$ cat config.mk
export PLATFORM = sky130hd
export DESIGN_NAME = ptr_serial_slave
export DESIGN_NICKNAME = d
export VERILOG_FILES = /design/src/rtl/ptrs_pkg.sv /design/src/rtl/ptrs_bus_sync.sv /design/src/rtl/ptrs_strap_latch.sv /design/src/rtl/ptrs_xfer_fsm.sv /design/src/rtl/ptr_serial_slave.sv
export SDC_FILE = /design/constraint.sdc
export NUM_CORES = 1
export LEC_CHECK = 0
export CORE_MARGIN = 2
export CORE_UTILIZATION = 48
export DETAILED_ROUTE_END_ITERATION = 8
export GPL_ROUTABILITY_DRIVEN = 0
export MAX_ROUTING_LAYER = met4
export PLACE_DENSITY_LB_ADDON = 0.12
export SYNTH_ARGS = -nofsm -noshare
export SYNTH_HDL_FRONTEND = slang
export SYNTH_HIERARCHICAL = 1
export SYNTH_SLANG_ARGS = --single-unit
$ cat constraint.sdc
create_clock -name clk -period 1.8 [get_ports clk]
set_input_delay 0.36 -clock clk [delete_from_list [all_inputs] [get_ports clk]]
set_output_delay 0.36 -clock clk [all_outputs]
set_load 0.02 [all_outputs]
$ cat src/rtl/ptrs_pkg.sv
`timescale 1ns/1ps
package ptrs_pkg;

    localparam int BYTE_W  = 8;
    localparam int DEV_W   = BYTE_W - 1;
    localparam int STRAP_W = 2;
    localparam int LOW_W   = 2;
    localparam int HI_W    = DEV_W - LOW_W;

    typedef enum logic [STRAP_W-1:0] {
        STRAP_GND  = 2'b00,
        STRAP_OPEN = 2'b01,
        STRAP_VCC  = 2'b10,
        STRAP_BAD  = 2'b11
    } strap_e;

    typedef enum logic [3:0] {
        ST_IDLE,
        ST_ADDR,
        ST_ADDR_ACK,
        ST_PTR,
        ST_PTR_ACK,
        ST_DATA,
        ST_DATA_ACK,
        ST_TX,
        ST_TX_ACK,
        ST_IGNORE
    } xfer_state_e;

    typedef struct packed {
        logic scl;
        logic sda;
        logic scl_rise;
        logic scl_fall;
        logic start;
        logic stop;
    } bus_evt_t;

    function automatic logic [LOW_W-1:0] strap_low_bits(input logic [STRAP_W-1:0] code);
        logic [LOW_W-1:0] r;
        case (code)
            STRAP_GND: r = 2'b10;
            STRAP_VCC: r = 2'b01;
            default:   r = 2'b00;
        endcase
        return r;
    endfunction

endpackage

$ cat src/rtl/ptrs_bus_sync.sv
`timescale 1ns/1ps
module ptrs_bus_sync
    import ptrs_pkg::*;
#(
    parameter int STAGES = 2
) (
    input  logic     clk,
    input  logic     rst,
    input  logic     scl_i,
    input  logic     sda_i,
    output bus_evt_t evt
);
    localparam int LINES = 2;

    logic [LINES-1:0] raw;
    logic [LINES-1:0] synced;
    logic             scl_q;
    logic             sda_q;

    assign raw = {scl_i, sda_i};

    for (genvar gl = 0; gl < LINES; gl++) begin : g_line
        logic [STAGES-1:0] chain;
        always_ff @(posedge clk) begin
            if (rst) begin
                chain <= '1;
            end else begin
                chain <= {chain[STAGES-2:0], raw[gl]};
            end
        end
        assign synced[gl] = chain[STAGES-1];
    end

    always_ff @(posedge clk) begin
        if (rst) begin
            scl_q <= 1'b1;
            sda_q <= 1'b1;
        end else begin
            scl_q <= synced[1];
            sda_q <= synced[0];
        end
    end

    always_comb begin
        evt.scl      = synced[1];
        evt.sda      = synced[0];
        evt.scl_rise = synced[1] && !scl_q;
        evt.scl_fall = !synced[1] && scl_q;
        evt.start    = synced[1] && scl_q && sda_q && !synced[0];
        evt.stop     = synced[1] && scl_q && !sda_q && synced[0];
    end

endmodule

$ cat src/rtl/ptrs_strap_latch.sv
`timescale 1ns/1ps
module ptrs_strap_latch
    import ptrs_pkg::*;
#(
    parameter logic [HI_W-1:0] DEV_HI = 5'b01011
) (
    input  logic               clk,
    input  logic               rst,
    input  logic [STRAP_W-1:0] strap_i,
    output logic [DEV_W-1:0]   dev_addr
);
    logic [LOW_W-1:0] low_q;

    always_ff @(posedge clk) begin
        if (rst) begin
            low_q <= strap_low_bits(strap_i);
        end
    end

    assign dev_addr = {DEV_HI, low_q};

endmodule

$ cat src/rtl/ptrs_xfer_fsm.sv
`timescale 1ns/1ps
module ptrs_xfer_fsm
    import ptrs_pkg::*;
(
    input  logic              clk,
    input  logic              rst,
    input  bus_evt_t          evt,
    input  logic [DEV_W-1:0]  dev_addr,
    input  logic [BYTE_W-1:0] rdata,
    output logic              drive_low,
    output logic [BYTE_W-1:0] ptr,
    output logic              we,
    output logic [BYTE_W-1:0] wdata,
    output xfer_state_e       state
);
    localparam int                CNT_W    = $clog2(BYTE_W);
    localparam logic [CNT_W-1:0]  LAST_BIT = CNT_W'(BYTE_W - 1);

    logic [CNT_W-1:0]  cnt;
    logic [BYTE_W-1:0] sh;
    logic              ack_on;
    logic              rw;
    logic [BYTE_W-1:0] rx_byte;

    assign rx_byte = {sh[BYTE_W-2:0], evt.sda};

    always_ff @(posedge clk) begin
        if (rst) begin
            state     <= ST_IDLE;
            cnt       <= '0;
            sh        <= '0;
            ack_on    <= 1'b0;
            rw        <= 1'b0;
            drive_low <= 1'b0;
            ptr       <= '0;
            we        <= 1'b0;
            wdata     <= '0;
        end else begin
            we <= 1'b0;
            if (evt.start) begin
                state     <= ST_ADDR;
                cnt       <= '0;
                ack_on    <= 1'b0;
                drive_low <= 1'b0;
            end else if (evt.stop) begin
                state     <= ST_IDLE;
                ack_on    <= 1'b0;
                drive_low <= 1'b0;
            end else begin
                case (state)
                    ST_ADDR, ST_PTR, ST_DATA: begin
                        if (evt.scl_rise) begin
                            sh  <= rx_byte;
                            cnt <= cnt + 1'b1;
                            if (cnt == LAST_BIT) begin
                                case (state)
                                    ST_ADDR: begin
                                        if (rx_byte[BYTE_W-1:1] == dev_addr) begin
                                            rw    <= rx_byte[0];
                                            state <= ST_ADDR_ACK;
                                        end else begin
                                            state <= ST_IGNORE;
                                        end
                                    end
                                    ST_PTR: begin
                                        ptr   <= rx_byte;
                                        state <= ST_PTR_ACK;
                                    end
                                    default: begin
                                        we    <= 1'b1;
                                        wdata <= rx_byte;
                                        state <= ST_DATA_ACK;
                                    end
                                endcase
                            end
                        end
                    end
                    ST_ADDR_ACK, ST_PTR_ACK, ST_DATA_ACK: begin
                        if (evt.scl_fall) begin
                            if (!ack_on) begin
                                ack_on    <= 1'b1;
                                drive_low <= 1'b1;
                            end else begin
                                ack_on    <= 1'b0;
                                drive_low <= 1'b0;
                                cnt       <= '0;
                                case (state)
                                    ST_ADDR_ACK: begin
                                        if (rw) begin
                                            state     <= ST_TX;
                                            sh        <= rdata;
                                            drive_low <= ~rdata[BYTE_W-1];
                                        end else begin
                                            state <= ST_PTR;
                                        end
                                    end
                                    ST_PTR_ACK: state <= ST_DATA;
                                    default:    state <= ST_IGNORE;
                                endcase
                            end
                        end
                    end
                    ST_TX: begin
                        if (evt.scl_fall) begin
                            if (cnt == LAST_BIT) begin
                                drive_low <= 1'b0;
                                state     <= ST_TX_ACK;
                            end else begin
                                sh        <= {sh[BYTE_W-2:0], 1'b0};
                                drive_low <= ~sh[BYTE_W-2];
                                cnt       <= cnt + 1'b1;
                            end
                        end
                    end
                    ST_TX_ACK: begin
                        if (evt.scl_rise) begin
                            state <= ST_IGNORE;
                        end
                    end
                    default: begin
                    end
                endcase
            end
        end
    end

endmodule

$ cat src/rtl/ptr_serial_slave.sv
`timescale 1ns/1ps
module ptr_serial_slave
    import ptrs_pkg::*;
#(
    parameter int               SYNC_STAGES = 2,
    parameter logic [HI_W-1:0]  DEV_HI      = 5'b01011
) (
    input  logic              clk,
    input  logic              rst,
    input  logic [STRAP_W-1:0] strap_i,
    input  logic              scl_i,
    input  logic              sda_i,
    output logic              sda_drive_low_o,
    output logic [BYTE_W-1:0] reg_addr_o,
    output logic              reg_we_o,
    output logic [BYTE_W-1:0] reg_wdata_o,
    input  logic [BYTE_W-1:0] reg_rdata_i
);
    bus_evt_t          evt;
    logic [DEV_W-1:0]  dev_addr;
    xfer_state_e       state;

    ptrs_bus_sync #(
        .STAGES (SYNC_STAGES)
    ) u_sync (
        .clk   (clk),
        .rst   (rst),
        .scl_i (scl_i),
        .sda_i (sda_i),
        .evt   (evt)
    );

    ptrs_strap_latch #(
        .DEV_HI (DEV_HI)
    ) u_strap (
        .clk      (clk),
        .rst      (rst),
        .strap_i  (strap_i),
        .dev_addr (dev_addr)
    );

    ptrs_xfer_fsm u_fsm (
        .clk       (clk),
        .rst       (rst),
        .evt       (evt),
        .dev_addr  (dev_addr),
        .rdata     (reg_rdata_i),
        .drive_low (sda_drive_low_o),
        .ptr       (reg_addr_o),
        .we        (reg_we_o),
        .wdata     (reg_wdata_o),
        .state     (state)
    );

endmodule

==> qor.yml, run 1 <==
run_status:
  status: "finished clean"
power_and_ir_drop:
  p_leak_nw: 1.04
  powerDensity_nw_per_um2: 988
  vdd_drop_max_mv: 0.579
  power_mw: 2.80
sta:
  hold_ws_ns: 0.411
  setup_viol: 0
  finalCriticalPeriod_ns: 1.77
  skew_ns: 0.00229
  hold_violations: 0
  rsz0062_at_grt: "yes"
  drv_slew: 0
  period_share_pct: 98.3
  timing.fmax_mhz: 565
  fin_ws_ns: 0.0306
  finalSetupTns_ns: 0
final_layout:
  drive_above_1_share_pct: 20.4
  final_net_count: 314
  seq_area_um2: 870
  multiInputGateArea_um2: 1220
  synthToLayoutAreaGrowth_pct: 32.4
  instances_no_fill: 351
  antenna_cells: 0
  final_area_um2: 2830
  postLayoutCoreUtil_pct: 65.5
  fillerInstances: 367
grt:
  grt_max_degree: 16
  grt_pass1_wl_um: 8110
  grtUsageTotal_pct: 21.0
  grt_pass1_vias: 1711
  overflow: 0
  antenna_found_initial: 0
floorplan:
  io_pins: 32
  initial_utilization_pct: 49.5
  dieHeight_um: 70.7
  row_count: 24
  core_um2: 4320
  chipWidth_um: 70.7
  die-area_um2: 5000
worst_hold_path:
  hold_path_class: "register to register"
detailed_routing:
  wl_um: 4960
  via_count: 1879
  first_pass_iters: 4
  wl_met2_um: 2240
  route.met3.wl_um: 264
  wl_met1_um: 2380
  dr.max_layer_used: "met4"
  first_iter_violations: 132
  wl_per_cell_um: 14.1
  ant_nets: 0
  drc: 0
  vias_per_cell: 5.35
clock_tree:
  cts_buffers: 5
  cts.sinks: 42
  clk_pin_slew_worst_paths_ns: 0.08
  clock_latency_ns: 0.29
  cts_root_buffer: "clkbuf_8"
  hold_buffers: 0
  clockBufferDepth: 2
  htreeDepth: 2
  cts_tree: "yes"
logic_synthesis:
  syn_avg_cell_area_um2: 8.80
  syn-cell-area_um2: 2140
  yosys_warnings: 6
  synth_cells: 243
placed_design:
  dpl.cell_count: 343
  place_ws_ns: -0.00939
  place_area_um2: 2680
  post-dp-hpwl_um: 3590
  port_buffers: 31
setup_path:
  path_max_fanout: 5
  endpoint_kind: "register"
  criticalPathCategory: "register to register"
  cp_data_arrival_time_ns: 2.00
  crit_required_ns: 2.03
  cp-start-kind: "register"
flow_run:
  maxCapViolations: 0
## cells in the final DEF (no fill, tap or decap), drive strengths merged, types with 2 or more instances in the layout
cell type / n
ha: 2
a211o: 7
xor2: 8
o2111ai: 2
inv: 5
o211ai: 2
dfxtp: 40
nand2: 20
a21oi: 14
or2: 8
a211oi: 2
or3: 3
a22oi: 2
o21a: 2
nand3: 2
conb: 5
clkbuf: 7
o21ai: 14
a21o: 2
nand4: 4
buf: 33
and4b: 2
clkdlybuf4s50: 31
nor2b: 6
nor2: 35
edfxtp: 2
mux2i: 19
## path summary, 6_finish.rpt
| path | start | slack [ns] | depth (start not counted) | end |
|---|---|---|---|---|
| setup / recovery | u_fsm/cnt[0] | 0.03 | 7 | u_fsm/cnt[0] |
| hold / removal | u_sync/g_line[0].chain[0] | 0.41 | 1 | u_sync/g_line[0].chain[1] |
| setup reg to reg | u_fsm/cnt[0] | 0.03 | 7 | u_fsm/cnt[0] |
| hold reg to reg | u_sync/g_line[0].chain[0] | 0.41 | 1 | u_sync/g_line[0].chain[1] |
## report_power, final
part / switching (mW) / internal [mW] / leakage (nW)
registers: 0.0756 / 1.01 / 0.345
logic: 0.611 / 0.506 / 0.655
clock network: 0.325 / 0.275 / 0.0385
## sequential cells by signal, summed over array words and instances (netlist names)
signal,count
u_fsm/ptr,8
u_fsm/cnt,3
u_fsm/rw,1
u_fsm/we,1
u_fsm/drive_low,1
u_sync/sda_q,1
u_fsm/ack_on,1
u_fsm/wdata,8
u_sync/g_line.chain,4
u_fsm/state,4
u_sync/scl_q,1
u_fsm/sh,7
u_strap/low_q,2
## layer usage
metal / vias up / global-route usage [%]
li1: 950 / -
met1: 852 / 29.5
met4: 0 / 5.45
met5: - / -
met3: 8 / 3.85
met2: 69 / 31.3
## final cells by class
type / count / area share, %
Clock buffer: 7 / 2.70
Clock inverter: 1 / 0.265
Inverter: 5 / 0.663
Multi-Input combinational cell: 180 / 43.1
Sequential cell: 42 / 30.7
Tap cell: 52 / 2.30
Timing Repair Buffer: 64 / 20.3
## critical path, cell delays in order (launching register included)
cell and delay (ns):
dfxtp_1 0.33, ha_2 0.19, ha_4 0.16, nand2_1 0.08, a2bb2oi_2 0.18, nand4_4 0.12
or4_1 0.53, a21boi_1 0.13
## repair_timing
item,in CTS,in global routing
pin swaps,0,3
setup endpoints to repair,6,26
setup buffers,0,0
resized for setup,2,15
Note: power is estimated with default switching activity, not from simulation.
==> inputs of run 2 (changes only) <==
--- a/config.mk
+++ b/config.mk
@@ -5,6 +5,7 @@
 export SDC_FILE = /design/constraint.sdc
 export NUM_CORES = 1
 export LEC_CHECK = 0
+export CAP_MARGIN = 15
 export CORE_MARGIN = 2
 export CORE_UTILIZATION = 48
 export DETAILED_ROUTE_END_ITERATION = 8
==> results of run 2 <==
Same layout as run 1: the final DEF is identical, and so are final timing and power.
